[config.mk]
export PLATFORM = sky130hd
export DESIGN_NAME = burst_clk_gen
export DESIGN_NICKNAME = d
export VERILOG_FILES = /design/src/rtl/bcg_pkg.sv /design/src/rtl/bcg_ctrl.sv /design/src/rtl/bcg_datapath.sv /design/src/rtl/burst_clk_gen.sv
export SDC_FILE = /design/constraint.sdc
export NUM_CORES = 1
export LEC_CHECK = 0
export ABC_CLOCK_PERIOD_IN_PS = 11420
export BUFFER_PORTS_ARGS = -buffer_cell sky130_fd_sc_hd__buf_2
export CAP_MARGIN = 20
export CORE_MARGIN = 2
export CORE_UTILIZATION = 35
export DETAILED_ROUTE_END_ITERATION = 10
export GPL_ROUTABILITY_DRIVEN = 0
export PLACE_DENSITY = 0.56
export SETUP_SLACK_MARGIN = 0.05
export SLEW_MARGIN = 20
export SYNTH_ARGS = -nofsm -noshare
export SYNTH_HDL_FRONTEND = slang
export SYNTH_HIERARCHICAL = 1
export SYNTH_SLANG_ARGS = --single-unit
[constraint.sdc]
create_clock -name clk -period 11.42 [get_ports clk]
set_input_delay 1.713 -clock clk [delete_from_list [all_inputs] [get_ports clk]]
set_output_delay 1.713 -clock clk [all_outputs]
set_load 0.1 [all_outputs]
[src/rtl/bcg_pkg.sv]
package bcg_pkg;
  typedef struct packed {
    logic load;    // idle start with nonzero length: preset counters
    logic run;     // burst active
    logic finish;  // terminating period start, force clocks low
  } ctrl_strobe_t;

  typedef enum logic {ST_IDLE, ST_RUN} state_t;

  localparam int ADDR_LEN  = 0;
  localparam int ADDR_SPS  = 1;
  localparam int ADDR_STIM = 2;
  localparam int ADDR_CLK0 = 4;
endpackage

[src/rtl/bcg_ctrl.sv]
module bcg_ctrl
  import bcg_pkg::*;
#(
  parameter int LEN_W = 24,
  parameter int SPS_W = 8
) (
  input  logic             clk,
  input  logic             rstN,
  input  logic             start,
  input  logic             event0,
  input  logic [LEN_W-1:0] lenReg,
  input  logic [SPS_W-1:0] spsReg,
  output ctrl_strobe_t     strb,
  output logic             busy,
  output logic             done,
  output logic             sampleStb
);
  state_t           state;
  logic [LEN_W-1:0] remaining;
  logic [SPS_W-1:0] spsCnt;
  logic [SPS_W-1:0] spsEff;

  assign spsEff = (spsReg == '0) ? SPS_W'(1) : spsReg;
  assign busy   = (state == ST_RUN);

  always_comb begin
    strb.load   = (state == ST_IDLE) && start && (lenReg != '0);
    strb.run    = (state == ST_RUN);
    strb.finish = (state == ST_RUN) && event0 && (remaining == '0);
  end

  always_ff @(posedge clk) begin
    if (!rstN) begin
      state     <= ST_IDLE;
      remaining <= '0;
      spsCnt    <= '0;
      done      <= 1'b0;
      sampleStb <= 1'b0;
    end else begin
      done      <= 1'b0;
      sampleStb <= 1'b0;
      case (state)
        ST_IDLE: begin
          if (start) begin
            if (lenReg == '0) begin
              done <= 1'b1;
            end else begin
              state     <= ST_RUN;
              remaining <= lenReg;
              spsCnt    <= '0;
            end
          end
        end
        ST_RUN: begin
          if (event0) begin
            if (remaining == '0) begin
              state <= ST_IDLE;
              done  <= 1'b1;
            end else begin
              remaining <= remaining - 1'b1;
              if (spsCnt == spsEff - 1'b1) begin
                sampleStb <= 1'b1;
                spsCnt    <= '0;
              end else begin
                spsCnt <= spsCnt + 1'b1;
              end
            end
          end
        end
        default: state <= ST_IDLE;
      endcase
    end
  end

  p_done_idle_r6: assert property (@(posedge clk) disable iff (!rstN)
    done |-> !busy);
  p_fall_done_r6: assert property (@(posedge clk) disable iff (!rstN)
    $fell(busy) |-> done);
  p_strobe_in_burst_r7: assert property (@(posedge clk) disable iff (!rstN)
    sampleStb |-> busy);
  p_finish_stops_r4: assert property (@(posedge clk) disable iff (!rstN)
    strb.finish |=> !busy);
endmodule

[src/rtl/bcg_datapath.sv]
module bcg_datapath
  import bcg_pkg::*;
#(
  parameter int NUM_CLK = 3,
  parameter int DIV_W   = 8,
  parameter int LEN_W   = 24,
  parameter int SPS_W   = 8,
  parameter int PIN_W   = 8,
  parameter int ADDR_W  = 3,
  parameter int DATA_W  = 32
) (
  input  logic              clk,
  input  logic              rstN,
  input  ctrl_strobe_t      strb,
  input  logic              busy,
  input  logic              wrEn,
  input  logic [ADDR_W-1:0] wrAddr,
  input  logic [DATA_W-1:0] wrData,
  input  logic [PIN_W-1:0]  respPins,
  output logic [LEN_W-1:0]  lenReg,
  output logic [SPS_W-1:0]  spsReg,
  output logic              event0,
  output logic [NUM_CLK-1:0] dutClk,
  output logic [PIN_W-1:0]  stimPins,
  output logic [PIN_W-1:0]  respCapt
);
  logic              wrOk;
  logic [NUM_CLK-1:0] atZero;

  assign wrOk   = wrEn && !busy;
  assign event0 = strb.run && atZero[0];

  always_ff @(posedge clk) begin
    if (!rstN) begin
      lenReg   <= '0;
      spsReg   <= SPS_W'(1);
      stimPins <= '0;
      respCapt <= '0;
    end else begin
      if (wrOk && wrAddr == ADDR_W'(ADDR_LEN))  lenReg   <= wrData[LEN_W-1:0];
      if (wrOk && wrAddr == ADDR_W'(ADDR_SPS))  spsReg   <= wrData[SPS_W-1:0];
      if (wrOk && wrAddr == ADDR_W'(ADDR_STIM)) stimPins <= wrData[PIN_W-1:0];
      if (!busy) respCapt <= respPins;
    end
  end

  for (genvar k = 0; k < NUM_CLK; k++) begin : g_clk
    logic [DIV_W-1:0] perReg, highReg, phaseReg;
    logic [DIV_W-1:0] perEff, highMod, phaseMod, cnt;
    logic             clkQ, wrThis;

    assign wrThis   = wrOk && (wrAddr == ADDR_W'(ADDR_CLK0 + k));
    assign perEff   = (perReg < DIV_W'(2)) ? DIV_W'(2) : perReg;
    assign highMod  = highReg % perEff;
    assign phaseMod = phaseReg % perEff;
    assign atZero[k] = (cnt == '0);
    assign dutClk[k] = clkQ;

    always_ff @(posedge clk) begin
      if (!rstN) begin
        perReg   <= DIV_W'(2);
        highReg  <= DIV_W'(1);
        phaseReg <= '0;
        cnt      <= '0;
        clkQ     <= 1'b0;
      end else begin
        if (wrThis) begin
          perReg   <= wrData[0*DIV_W +: DIV_W];
          highReg  <= wrData[1*DIV_W +: DIV_W];
          phaseReg <= wrData[2*DIV_W +: DIV_W];
        end
        if (strb.load)
          cnt <= phaseMod;
        else if (strb.run)
          cnt <= (cnt == perEff - 1'b1) ? '0 : cnt + 1'b1;
        clkQ <= strb.run && !strb.finish && (cnt < highMod);
      end
    end
  end

  p_idle_clocks_low_r6: assert property (@(posedge clk) disable iff (!rstN)
    !busy |-> (dutClk == '0));
  p_stim_locked_r9: assert property (@(posedge clk) disable iff (!rstN)
    busy |=> $stable(stimPins));
  p_capture_locked_r10: assert property (@(posedge clk) disable iff (!rstN)
    busy |=> $stable(respCapt));
  p_len_locked_r8: assert property (@(posedge clk) disable iff (!rstN)
    busy |=> $stable(lenReg));
endmodule

[src/rtl/burst_clk_gen.sv]
module burst_clk_gen
  import bcg_pkg::*;
#(
  parameter int NUM_CLK = 3,
  parameter int DIV_W   = 8,
  parameter int LEN_W   = 24,
  parameter int SPS_W   = 8,
  parameter int PIN_W   = 8,
  parameter int ADDR_W  = 3,
  parameter int DATA_W  = 32
) (
  input  logic               clk,
  input  logic               rstN,
  input  logic               wrEn,
  input  logic [ADDR_W-1:0]  wrAddr,
  input  logic [DATA_W-1:0]  wrData,
  input  logic               start,
  input  logic [PIN_W-1:0]   respPins,
  output logic               busy,
  output logic               done,
  output logic [NUM_CLK-1:0] dutClk,
  output logic               sampleStb,
  output logic [PIN_W-1:0]   stimPins,
  output logic [PIN_W-1:0]   respCapt
);
  ctrl_strobe_t     strb;
  logic             event0;
  logic [LEN_W-1:0] lenReg;
  logic [SPS_W-1:0] spsReg;

  bcg_ctrl #(.LEN_W(LEN_W), .SPS_W(SPS_W)) u_ctrl (
    .clk(clk), .rstN(rstN), .start(start), .event0(event0),
    .lenReg(lenReg), .spsReg(spsReg), .strb(strb),
    .busy(busy), .done(done), .sampleStb(sampleStb)
  );

  bcg_datapath #(
    .NUM_CLK(NUM_CLK), .DIV_W(DIV_W), .LEN_W(LEN_W), .SPS_W(SPS_W),
    .PIN_W(PIN_W), .ADDR_W(ADDR_W), .DATA_W(DATA_W)
  ) u_dp (
    .clk(clk), .rstN(rstN), .strb(strb), .busy(busy),
    .wrEn(wrEn), .wrAddr(wrAddr), .wrData(wrData), .respPins(respPins),
    .lenReg(lenReg), .spsReg(spsReg), .event0(event0),
    .dutClk(dutClk), .stimPins(stimPins), .respCapt(respCapt)
  );
endmodule

-- Word-level counts from Yosys, hierarchy flattened
Cells that the tools add are included.
- bits in registers: 182
- bits in latches: 0
- memory bits (writable): 0
- ROM bits: 0
- input port bits: 47
- output and inout port bits: 22
- word-level logic and storage cells: 123
- memories: 0
- add/sub/neg operators: 9
- multipliers: 0
- divide/modulo/power cells: 6
- magnitude comparators: 6
- eq/ne operators: 13
- shift-type cells: 0
- muxes and demuxes: 35
- bitwise operators: 3
- reduce and logical (&&, ||, !) cells: 27
- operators by type and width (kind ; number):
    8-bit two-way mux ; 18
    24-bit two-way mux ; 4
    24-bit logical NOT ; 2
    8-bit by 8-bit modulo with 8-bit output ; 6
    24-bit one-hot mux with 2 select lines ; 1
    8-bit by 1-bit adder with 8-bit output, second input constant ; 4
    8-bit == test ; 4
    8-bit by 1-bit subtractor with 8-bit output, second input constant ; 4
    8-bit by 2-bit < comparator with 1-bit output, second input constant ; 3
    8-bit < comparator ; 3
    24-bit nonzero test ; 1
    24-bit by 1-bit subtractor with 24-bit output, second input constant ; 1
    1-bit logical AND ; 16
    8-bit logical NOT ; 2
    8-bit one-hot mux with 2 select lines ; 1
    3-bit == test, second input constant ; 3
    1-bit two-way mux ; 9
    2-bit inequality test, second input constant ; 3
    1-bit one-hot mux with 2 select lines ; 2
    4-bit AND reduction ; 1
    4-bit OR reduction ; 1
    3-bit by 1-bit == test with 1-bit output, second input constant ; 1
    3-bit by 2-bit == test with 1-bit output, second input constant ; 1
    3-bit logical NOT ; 1
    other kinds (4) ; 7

-- Longest topological paths before layout
Gate-level depths: netlist (run 1).
- word-level depth: 8
- mapped depth: 55
- gate-level depth less buffers: 53

-- By module
The synthesis (run 1) kept the hierarchy.
- by module, submodules not included (module ; times used ; cells an instance ; area an instance (um^2) ; seq. area each (um^2)):
    bcg_datapath ; 1 ; 2252 ; 17112.7 ; 2942.8
    bcg_ctrl ; 1 ; 325 ; 2467.4 ; 700.7

-- Worst setup path after synthesis (run 1)
Ideal clock, no wire load.
- kind: register to register
- start: reg u_dp.g_clk[2].perReg[7]
- end: reg u_dp.g_clk[2].clkQ
- setup time: 115 ps
- data arrival time: 12289 ps
- required time: 11305 ps
- path slack: -983 ps
- cell stages (with the launch flop): 49
- path buffers: 4
- period minus slack after synthesis: 12403 ps
- cells stage by stage: dfxtp_1 > clkbuf_1 > or4_4 > o41ai_2 > ha_1 > or4b_1 > a2111oi_2 > nor2_1 > ha_1 > or4b_2 > a21o_1 > and2_1 > ha_1 > a21boi_0 > o21a_1 > mux2_2 > ha_1 > o211ai_1 > [... 13 more ...] > o21a_1 > o21ai_1 > clkbuf_1 > nand2_1 > o21ai_0 > ha_1 > nor2b_1 > o31a_1 > o21ai_0 > a31oi_1 > clkbuf_1 > o21ai_0 > o21ai_0 > ha_1 > a21o_1 > a211oi_1 > a21oi_1 > a2111oi_0
- cells in the longest elaborated chain, start to end: 5
- ends and longest elaborated chain (what ; RTL line ; RTL):
    start: declaration ; bcg_datapath.sv:48 ; logic [DIV_W-1:0] perReg, highReg, phaseReg;
    start signal: assignment ; bcg_datapath.sv:68 ; perReg <= wrData[0*DIV_W +: DIV_W];
    8-bit by 2-bit < comparator with 1-bit output ; bcg_datapath.sv:53 ; assign perEff = (perReg < DIV_W'(2)) ? DIV_W'(2) : perReg;
    8-bit two-way mux * ; bcg_datapath.sv:53 ;
    8-bit by 8-bit modulo with 8-bit output * ; bcg_datapath.sv:54 ; assign highMod = highReg % perEff;
    8-bit < comparator * ; bcg_datapath.sv:76 ; clkQ <= strb.run && !strb.finish && (cnt < highMod);
    1-bit logical AND * ; bcg_datapath.sv:76 ;
    end signal: assignment ; bcg_datapath.sv:76 ;
    end: declaration ; bcg_datapath.sv:50 ; logic clkQ, wrThis;
Mark *: on every way between the ends. The rest lies on a longest branch, timed or not.
A chain may end at the register's enable or synchronous reset.

-- Worst setup path in the final report (run 1)
Same ends and word-level chain as after synthesis.

==> results.toml, run 1 <==
[run_status]
outcome = "completed"

[setup_path]
arrival_ns = 11.51
cp-startpoint = "u_dp/g_clk[2].perReg[7]"
critPathCapture = "u_dp/g_clk[2].clkQ"
crit_type = "register to register"
cp_data_required_time_ns = 11.75
setup.worst_path.end_class = "register"
rr_endpoint = "u_dp/g_clk[2].clkQ"
slowest_delay_ns = 0.58
ff2ff_setup_slack_ns = 0.24
path_common_cell = "ha_1"
reg2regPathDepth = 46
r2r_start = "u_dp/g_clk[2].perReg[7]"
crit_path_max_fanout = 8
critPathLaunchType = "register"
crit_slowest_cell = "or4_4"

[place]
dpl.hpwl_um = 46000
dp_cells = 3380
post_dp_cell_area_mm2 = 0.0214
post-place-ws_ns = -0.492
portBuffers = 60

[clocking]
cts_buffers = 17
cts_buffer_depth = 2
clkLatencyLatePin_ns = 0.45
path_clk_slew_ns = 0.08
htreeDepth = 4
tritoncts = "built"
clock-sinks = 182
hold_buffers = 0
cts-root-buf = "clkbuf_16"

[route]
vias = 19600
drt_iter0_drc = 1114
avgRoutedWirePerCell_um = 18.1
drc = 0
drtAntennaViolNets = 0
dr.pass1.iters = 5
avgViaCountPerCell = 5.67
drt-total-wl_um = 62800

[finish]
area_delta_synth_final_pct = 19.3
n_antenna_cell = 0
finalInstanceArea_mm2 = 0.0234
drive_gt1_frac = 0.196
final_cells = 3462
nFillCells = 5526
layout.nets = 3002

[sta]
fmax_ghz = 0.0895
min_period_ns = 11.18
rsz0062_at_grt = "true"
setup_ws_ns = 0.242
maxSlewHeadroom = 0.277
skew_ns = 0.0117
slew_violations = 0
layout_worst_path_cycle_share = 0.979
worst_pin_slew_ns = 1.08
hold_viol = 0
setup_viol = 0

[logic_synthesis]
synth.ff_latch_count = 182
synth_area_mm2 = 0.0196
synth-edff-count = 0
syn_avg_cell_area_um2 = 7.60
synthCells = 2577
synth.top_cell.area_share = 0.186
synth_most_common_cell = "nand2_1"
ys_warn_count = 6
synthFlopType = "dfxtp_1"
synthArstFlopShare = 0
ys_seq_area_frac = 0.186
syn-num-nets = 2877
netlist_top_cells_count = "nand2_1, ha_1, a21oi_1, dfxtp_1, nor2_1"
synth_top_cells_by_area = "dfxtp_1, ha_1, nand2_1"
ys_types = 97
yosysTopAreaCell = "dfxtp_1"

[grt]
grtUsageTotal = 0.209
grt-ovfl-total = 0
grt_pass1_wl_um = 97400
antenna_found_initial = 0
grt_pass1_vias = 18700
grt_max_degree = 86

[die]
coreArea_mm2 = 0.0552
die_w_um = 241
fp-row-count = 86
die_h_um = 241
initial_core_util = 0.355
pin_count = 69
die_area_mm2 = 0.0578

[hold_path]
hold_path_class = "register to register"

[job]
cap_violations = 0
[logic make-up after synthesis]
| logic type | synth area share |
|---|---|
| AOI/OAI and AO/OA | 0.249 |
| xor gates and xnor gates | 0.0599 |
| adders and majority gates | 0.164 |
| buffers and inverters | 0.0471 |
| DFF | 0.186 |
| muxes | 0.0634 |
| and+or+nand+nor | 0.231 |
[metrics by stage]
stage / setup TNS (ns) / utilization / hold slack, ns
6_report: 0 / 0.423 / 0.482
5_1_grt: -2.20 / 0.423 / 0.506
4_1_cts: 0 / 0.403 / 0.481
3_5_place_dp: -3.71 / 0.388 / 0.471
3_3_place_gp: -0.367 / 0.388 / 0.447
2_1_floorplan: -0.0660 / - / 0.430
[registers in the layout, summed over array words and instances (netlist names)]
register             cells
u_ctrl/remaining        24
u_dp/g_clk.cnt          24
u_dp/g_clk.highReg      24
u_dp/g_clk.perReg       24
u_dp/g_clk.phaseReg     24
u_dp/lenReg             24
u_ctrl/spsCnt            8
u_dp/respCapt            8
u_dp/spsReg              8
u_dp/stimPins            8
u_dp/g_clk.clkQ          3
u_ctrl/busy              1
u_ctrl/done              1
u_ctrl/sampleStb         1
[cell type report]
cell class | instances | area [µm²] | share of cell area
inverter | 98 | 368 | 0.0157
multi-input combinational | 2170 | 16200 | 0.691
sequential | 182 | 3650 | 0.156
clock inverter | 13 | 161 | 0.00691
clock buffer | 18 | 429 | 0.0184
tap | 748 | 936 | 0.0401
timing repair buffer | 233 | 1670 | 0.0714
[critical path, delay by kind of cell (launching register included)]
| family | cells | cell delay (ns) |
|---|---|---|
| adder cells (fa/ha/maj) | 8 | 2.19 |
| AND/OR/NAND/NOR | 8 | 2.27 |
| AO/OA/AOI/OAI | 23 | 4.33 |
| buffers and inverters | 2 | 0.33 |
| multiplexers | 5 | 1.61 |
| flip-flops | 1 | 0.32 |
[cell usage in the layout (no fill, tap or decap), types with 12 or more instances in the layout]
cell type / netlist / final
a21oi_2: 0 / 27
xor2_1: 50 / 50
a31oi_1: 36 / 29
or2_2: 15 / 14
mux2i_1: 64 / 54
nand3_1: 56 / 55
nor3_1: 90 / 84
inv_1: 96 / 94
a21o_1: 41 / 40
buf_2: 7 / 60
nor2_1: 176 / 171
o21ai_2: 0 / 13
nand4_1: 19 / 19
a21boi_0: 48 / 37
nor2b_1: 44 / 42
ha_1: 247 / 225
o21a_1: 65 / 62
xnor2_1: 84 / 84
and2_1: 18 / 19
o21ai_0: 138 / 108
mux2_2: 52 / 44
o21ai_1: 11 / 26
nand2_1: 325 / 322
dfxtp_1: 182 / 181
a211oi_2: 3 / 13
nor4_1: 23 / 22
and3_1: 28 / 28
or3_1: 29 / 27
clkbuf_16: 0 / 17
buf_4: 5 / 159
o211ai_1: 34 / 34
o31ai_1: 15 / 12
a21oi_1: 202 / 170
nand2b_1: 21 / 20
ha_4: 0 / 19
[layer usage]
layer	part of all wire	wire [µm]	vias up	GRT usage
met2	0.48	30200	423	0.365
li1	-	-	9699	-
met1	0.45	28400	9435	0.268
met3	0.040	2540	82	0.0245
met5	0	0	-	0
met4	0.027	1700	0	0.0661
[worst min-delay path by stage]
stage	endpoint	startpoint	depth (start not counted)	slack, ns
2_1_floorplan	u_ctrl/remaining[23]	u_ctrl/remaining[23]	2	0.43
3_3_place_gp	u_ctrl/remaining[23]	u_ctrl/remaining[23]	2	0.45
3_5_place_dp	u_ctrl/remaining[23]	u_ctrl/remaining[23]	2	0.47
4_1_cts	u_ctrl/remaining[23]	u_ctrl/remaining[23]	2	0.48
5_1_grt	u_dp/lenReg[17]	u_dp/lenReg[17]	2	0.51
6_report	u_dp/lenReg[7]	u_dp/lenReg[7]	2	0.48
[what timing repair did]
item / in CTS / in global routing
pin swaps: 12 / 93
setup buffers: 6 / 42
gates cloned: 0 / 2
gates resized for setup: 45 / 165
endpoints found under the setup margin: 14 / 27
Power of run 1 is left out: the tool's default activity adds up to more than one toggle a clock period on the data nets, which glitch-free logic cannot reach.
==> run 2: changes to the inputs <==
--- a/config.mk
+++ b/config.mk
@@ -5,13 +5,14 @@
 export SDC_FILE = /design/constraint.sdc
 export NUM_CORES = 1
 export LEC_CHECK = 0
+export ABC_AREA = 1
 export ABC_CLOCK_PERIOD_IN_PS = 11420
 export BUFFER_PORTS_ARGS = -buffer_cell sky130_fd_sc_hd__buf_2
 export CAP_MARGIN = 20
 export CORE_MARGIN = 2
 export CORE_UTILIZATION = 35
 export DETAILED_ROUTE_END_ITERATION = 10
-export GPL_ROUTABILITY_DRIVEN = 0
+export GPL_ROUTABILITY_DRIVEN = 1
 export PLACE_DENSITY = 0.56
 export SETUP_SLACK_MARGIN = 0.05
 export SLEW_MARGIN = 20
==> constraint.sdc (replaced) <==
create_clock -name clk -period 11.42 [get_ports clk]
set_input_delay 2.284 -clock clk [delete_from_list [all_inputs] [get_ports clk]]
set_output_delay 2.284 -clock clk [all_outputs]
set_load 0.1 [all_outputs]
==> run 2 against run 1 <==
  * Critical path depth increased by 17
  * Final cell count grew 19%
  * Setup slack better by 0.82 ns
  * Critical endpoint is now u_dp/g_clk[1].cnt[3]
  * Die area rose by 6.1%
  * Synthesized cell count rose by 28%
  * Highest routed layer unchanged
==> results.toml, run 2 <==
[clocking]
path_clk_slew_ns = 0.08
tritoncts = "built"
cts_buffers = 17
cts_buffer_depth = 2
hold_buffers = 0
cts-root-buf = "clkbuf_16"
htreeDepth = 4
clkLatencyLatePin_ns = 0.47
clock-sinks = 182

[setup_path]
path_common_cell = "nand2_1"
setup.worst_path.end_class = "register"
crit_path_max_fanout = 15
slowest_delay_ns = 0.36
reg2regPathDepth = 63
arrival_ns = 10.72
crit_slowest_cell = "ha_1"
cp_data_required_time_ns = 11.79
crit_type = "register to register"
critPathLaunchType = "register"
cp-startpoint = "u_dp/g_clk[1].perReg[7]"
r2r_start = "u_dp/g_clk[1].perReg[7]"

[logic_synthesis]
synthFlopType = "dfxtp_1"
synth.top_cell.area_share = 0.175
ys_types = 61
netlist_top_cells_count = "nand2_1, inv_1, nor2_1, o21ai_0"
synth-edff-count = 0
syn-num-nets = 3606
synth_most_common_cell = "nand2_1"
synthArstFlopShare = 0
syn_avg_cell_area_um2 = 6.29
ys_seq_area_frac = 0.175
yosysTopAreaCell = "dfxtp_1"
ys_warn_count = 6
synthCells = 3306
synth.ff_latch_count = 182
synth_top_cells_by_area = "dfxtp_1, ha_1, nand2_1"
synth_area_mm2 = 0.0208

[route]
avgRoutedWirePerCell_um = 15.1
drc = 0
avgViaCountPerCell = 4.97
drtAntennaViolNets = 0
drt-total-wl_um = 62000
vias = 20400
drt_iter0_drc = 1212
dr.pass1.iters = 5

[grt]
grt_pass1_vias = 18800
antenna_found_initial = 0
grt_max_degree = 82
grtUsageTotal = 0.203
grt-ovfl-total = 0
grt_pass1_wl_um = 98700

[run_status]
outcome = "completed"

[finish]
multi_input_area_mm2 = 0.0153
layout.nets = 3620
n_antenna_cell = 0
drive_gt1_frac = 0.102
area_delta_synth_final_pct = 8.78
nFillCells = 6355
regArea_mm2 = 0.00365
layout_common_cells = "nand2_1, inv_1, nor2_1"
final_common_cell = "nand2_1"

[sta]
layout_worst_path_cycle_share = 0.907
skew_ns = 0.0126
hold_viol = 0
worst_pin_slew_ns = 0.932
slew_violations = 0
setup_viol = 0
setup-tns-final_ns = 0
min_period_ns = 10.36
maxSlewHeadroom = 0.375
rsz0062_at_grt = "false"
fmax_ghz = 0.0966

[die]
die_area_mm2 = 0.0614
pin_count = 69
die_h_um = 248
fp-row-count = 89
initial_core_util = 0.353
die_w_um = 248
coreArea_mm2 = 0.0589

[hold_path]
min_from = "u_ctrl/remaining[1]"
hold_path_depth = 2
hold_path_class = "register to register"

[place]
dpl.hpwl_um = 46200
globalplace.congestion = 0.877
portBuffers = 60

[job]
cap_violations = 0
[run 2: logic make-up (layout without fill, tap and decap cells)]
| logic type | after synthesis | in the layout | share of synthesized area |
|---|---|---|---|
| AO/OA/AOI/OAI | 633 | 633 | 0.170 |
| XOR/XNOR | 148 | 148 | 0.0623 |
| adder cells (fa/ha/maj) | 253 | 253 | 0.154 |
| buffers and inverters | 504 | 531 | 0.0952 |
| flip-flops | 182 | 182 | 0.175 |
| multiplexers | 2 | 2 | 0.000963 |
| AND/OR/NAND/NOR | 1584 | 1584 | 0.342 |
[run 2: critical path: cells and delay by family (launching register included)]
kind | cells | cell delay [ns]
and+or+nand+nor | 35 | 4.20
AOI/OAI and AO/OA | 10 | 2.09
DFF | 1 | 0.35
adders and majority gates | 7 | 2.22
buffers and inverters | 11 | 1.40
[run 2: per-layer routing]
metal	track usage	routed length [µm]	vias up
li1	-	-	10900
met1	0.270	30100	9126
met2	0.343	28100	308
met3	0.0226	2300	63
met4	0.0602	1460	0
met5	0	0	-
[run 2: repair_timing]
action | in CTS | in global routing
setup endpoints to repair | 0 | 10
gates resized for setup | 0 | 46
setup buffers | 0 | 3
[run 2: worst paths after layout]
check	to	slack, ns
max	u_dp/g_clk[1].cnt[3]	1.06
min	u_ctrl/remaining[1]	0.48
max reg2reg	u_dp/g_clk[1].cnt[3]	1.06
min reg2reg	u_ctrl/remaining[1]	0.48
[run 2: cell type report]
| type | instances | area share |
|---|---|---|
| sequential | 182 | 0.161 |
| timing repair buffer | 90 | 0.0242 |
| clock inverter | 14 | 0.00785 |
| multi-input combinational | 2620 | 0.676 |
| clock buffer | 18 | 0.0194 |
| inverter | 409 | 0.0682 |
| tap | 773 | 0.0428 |
[run 2: metrics by stage]
step	util	hold WS (ns)	cells	area (µm²)	setup slack (ns)
global placement	0.371	0.459	4070	21800	0.516
floorplan	-	0.443	3306	20800	1.48
detailed placement	0.371	0.471	4070	21800	0.448
global route	0.384	0.494	4106	22600	0.0413
CTS	0.381	0.483	4102	22400	0.401
finish	0.384	0.482	4106	22600	1.06
Power of run 2 is left out for the same reason.
==> run 3: changes to the inputs <==
--- a/config.mk
+++ b/config.mk
@@ -6,14 +6,13 @@
 export NUM_CORES = 1
 export LEC_CHECK = 0
 export ABC_AREA = 1
-export ABC_CLOCK_PERIOD_IN_PS = 11420
 export BUFFER_PORTS_ARGS = -buffer_cell sky130_fd_sc_hd__buf_2
 export CAP_MARGIN = 20
 export CORE_MARGIN = 2
 export CORE_UTILIZATION = 35
 export DETAILED_ROUTE_END_ITERATION = 10
 export GPL_ROUTABILITY_DRIVEN = 1
-export PLACE_DENSITY = 0.56
+export PLACE_DENSITY_LB_ADDON = 0.08
 export SETUP_SLACK_MARGIN = 0.05
 export SLEW_MARGIN = 20
 export SYNTH_ARGS = -nofsm -noshare
==> run 3 against run 2 <==
  * First-iteration DRC count fell by 13%
  * Design area rose by 0.35%
  * Non-clock buffer count rose by 7
  * Critical path type unchanged
  * Core utilization rose by 0.14 points
  * Die area did not move
  * Flip-flop and latch count did not move
  * Clock-buffer cell count did not move
  * Routed wire length rose by 8.5%
  * Register-to-register slack got worse by 0.07 ns
  * Final cell count rose by 0.22%
==> results.toml, run 3 (synthesis results as in run 2) <==
[run_status]
outcome = "completed"

[clocking]
path_clk_slew_ns = 0.08
cts-root-buf = "clkbuf_16"
cts_buffers = 17
htreeDepth = 4
hold_buffers = 0
tritoncts = "built"
cts_buffer_depth = 2
clkLatencyLatePin_ns = 0.50
clock-sinks = 182

[die]
die_area_mm2 = 0.0614
initial_core_util = 0.353
fp-row-count = 89
die_w_um = 248
die_h_um = 248
pin_count = 69
coreArea_mm2 = 0.0589

[finish]
layout_common_cells = "nand2_1, inv_1, nor2_1"
finalInstanceArea_mm2 = 0.0227
final_util = 0.385
layout.nets = 3627
area_delta_synth_final_pct = 9.16
nFillCells = 6427
final_common_cell = "nand2_1"
drive_gt1_frac = 0.106

[grt]
grt_max_degree = 79
grtUsageTotal = 0.222
grt_pass1_vias = 20000
antenna_found_initial = 2
grt-ovfl-total = 0
grt_pass1_wl_um = 106000

[route]
wirelength_met1_um = 32100
dr.pass1.iters = 5
vias = 20900
wl_met2_um = 31700
drc = 0
avgRoutedWirePerCell_um = 16.4
top_layer_used = "met4"
drtAntennaViolNets = 0
drt_iter0_drc = 1057
wl_met3_um = 2400
drt-total-wl_um = 67300
avgViaCountPerCell = 5.08

[setup_path]
arrival_ns = 10.84
cp_top_family = "simple AND/OR/NAND/NOR gates"
critPathLaunchType = "register"
r2r_start = "u_dp/g_clk[1].perReg[7]"
cp.buffers_inverters = 12
path_common_cell = "nand2_1"
crit_slowest_cell = "fa_1"
ff2ff_setup_slack_ns = 1.0
crit_type = "register to register"
crit_path_max_fanout = 8
reg2regPathDepth = 69
rr_endpoint = "u_dp/g_clk[1].clkQ"
slowest_delay_ns = 0.47
setup.worst_path.end_class = "register"
cp_data_required_time_ns = 11.84

[place]
portBuffers = 60
post_dp_cell_area_mm2 = 0.0218
dpl.hpwl_um = 50600
post-place-ws_ns = 0.157
globalplace.congestion = 0.878

[job]
cap_violations = 0

[sta]
hold_viol = 0
setup-tns-final_ns = 0
setup_ws_ns = 0.996
slew_violations = 0
worst_pin_slew_ns = 1.05
setup_viol = 0
fmax_ghz = 0.0959
layout_worst_path_cycle_share = 0.913
min_period_ns = 10.42
maxSlewHeadroom = 0.296
rsz0062_at_grt = "true"
skew_ns = 0.0144

[hold_path]
hold_path_class = "register to register"
hold_end = "u_ctrl/remaining[1]"
hold_path_depth = 2
min_from = "u_ctrl/remaining[1]"
run 3: cell count changes in the layout (fill, tap and decap cells not counted), sizes merged:
cell and change:
bufinv -2, inv -4, clkinvlp -1, diode +2, buf +7, clkinv +7
run 3: worst max path at each step:
stage | start | endpoint | slack (ns) | cells after the start
final | u_dp/g_clk[1].perReg[7] | u_dp/g_clk[1].clkQ | 1.0 | 69
after global placement | u_dp/g_clk[1].perReg[5] | u_dp/g_clk[1].clkQ | 0.33 | 69
after detailed placement | u_dp/g_clk[1].perReg[5] | u_dp/g_clk[1].clkQ | 0.16 | 69
after floorplan | u_dp/g_clk[0].perReg[2] | u_dp/g_clk[0].clkQ | 1.48 | 71
after global routing | u_dp/g_clk[0].perReg[4] | u_dp/g_clk[0].clkQ | -0.004 | 73
after CTS | u_dp/g_clk[1].perReg[5] | u_dp/g_clk[1].clkQ | 0.08 | 69
run 3: area by class of cell:
type	count	area, µm²	area share
antenna	2	5.00	0.000220
clock buffer	18	429	0.0189
clock inverter	14	159	0.00700
inverter	409	1550	0.0681
multi-input combinational	2620	15300	0.676
sequential	182	3640	0.161
tap	773	967	0.0426
timing repair buffer	97	601	0.0265
run 3: what timing repair did:
item                                    in CTS  in global routing
buffers inserted                             0                  9
resized for setup                            0                 59
endpoints found under the setup margin       0                 19
run 3: routing by layer:
metal | up-vias | global-route usage
li1 | 10900 | -
met1 | 9580 | 0.289
met2 | 351 | 0.386
met3 | 66 | 0.0289
met4 | 0 | 0.0520
met5 | - | 0
run 3: tightest hold or removal path: stages (launching register included):
cell	delay, ns
dfxtp_1	0.32
inv_1	0.08
a21oi_2	0.05
run 3: stage by stage:
| step | std cells | hold WS [ns] |
|---|---|---|
| 3_3_place_gp | 4071 | 0.463 |
| 6_report | 4115 | 0.481 |
| 3_5_place_dp | 4071 | 0.471 |
| 2_1_floorplan | 3306 | 0.443 |
| 4_1_cts | 4103 | 0.485 |
| 5_1_grt | 4113 | 0.511 |
Power of run 3 is left out for the same reason.
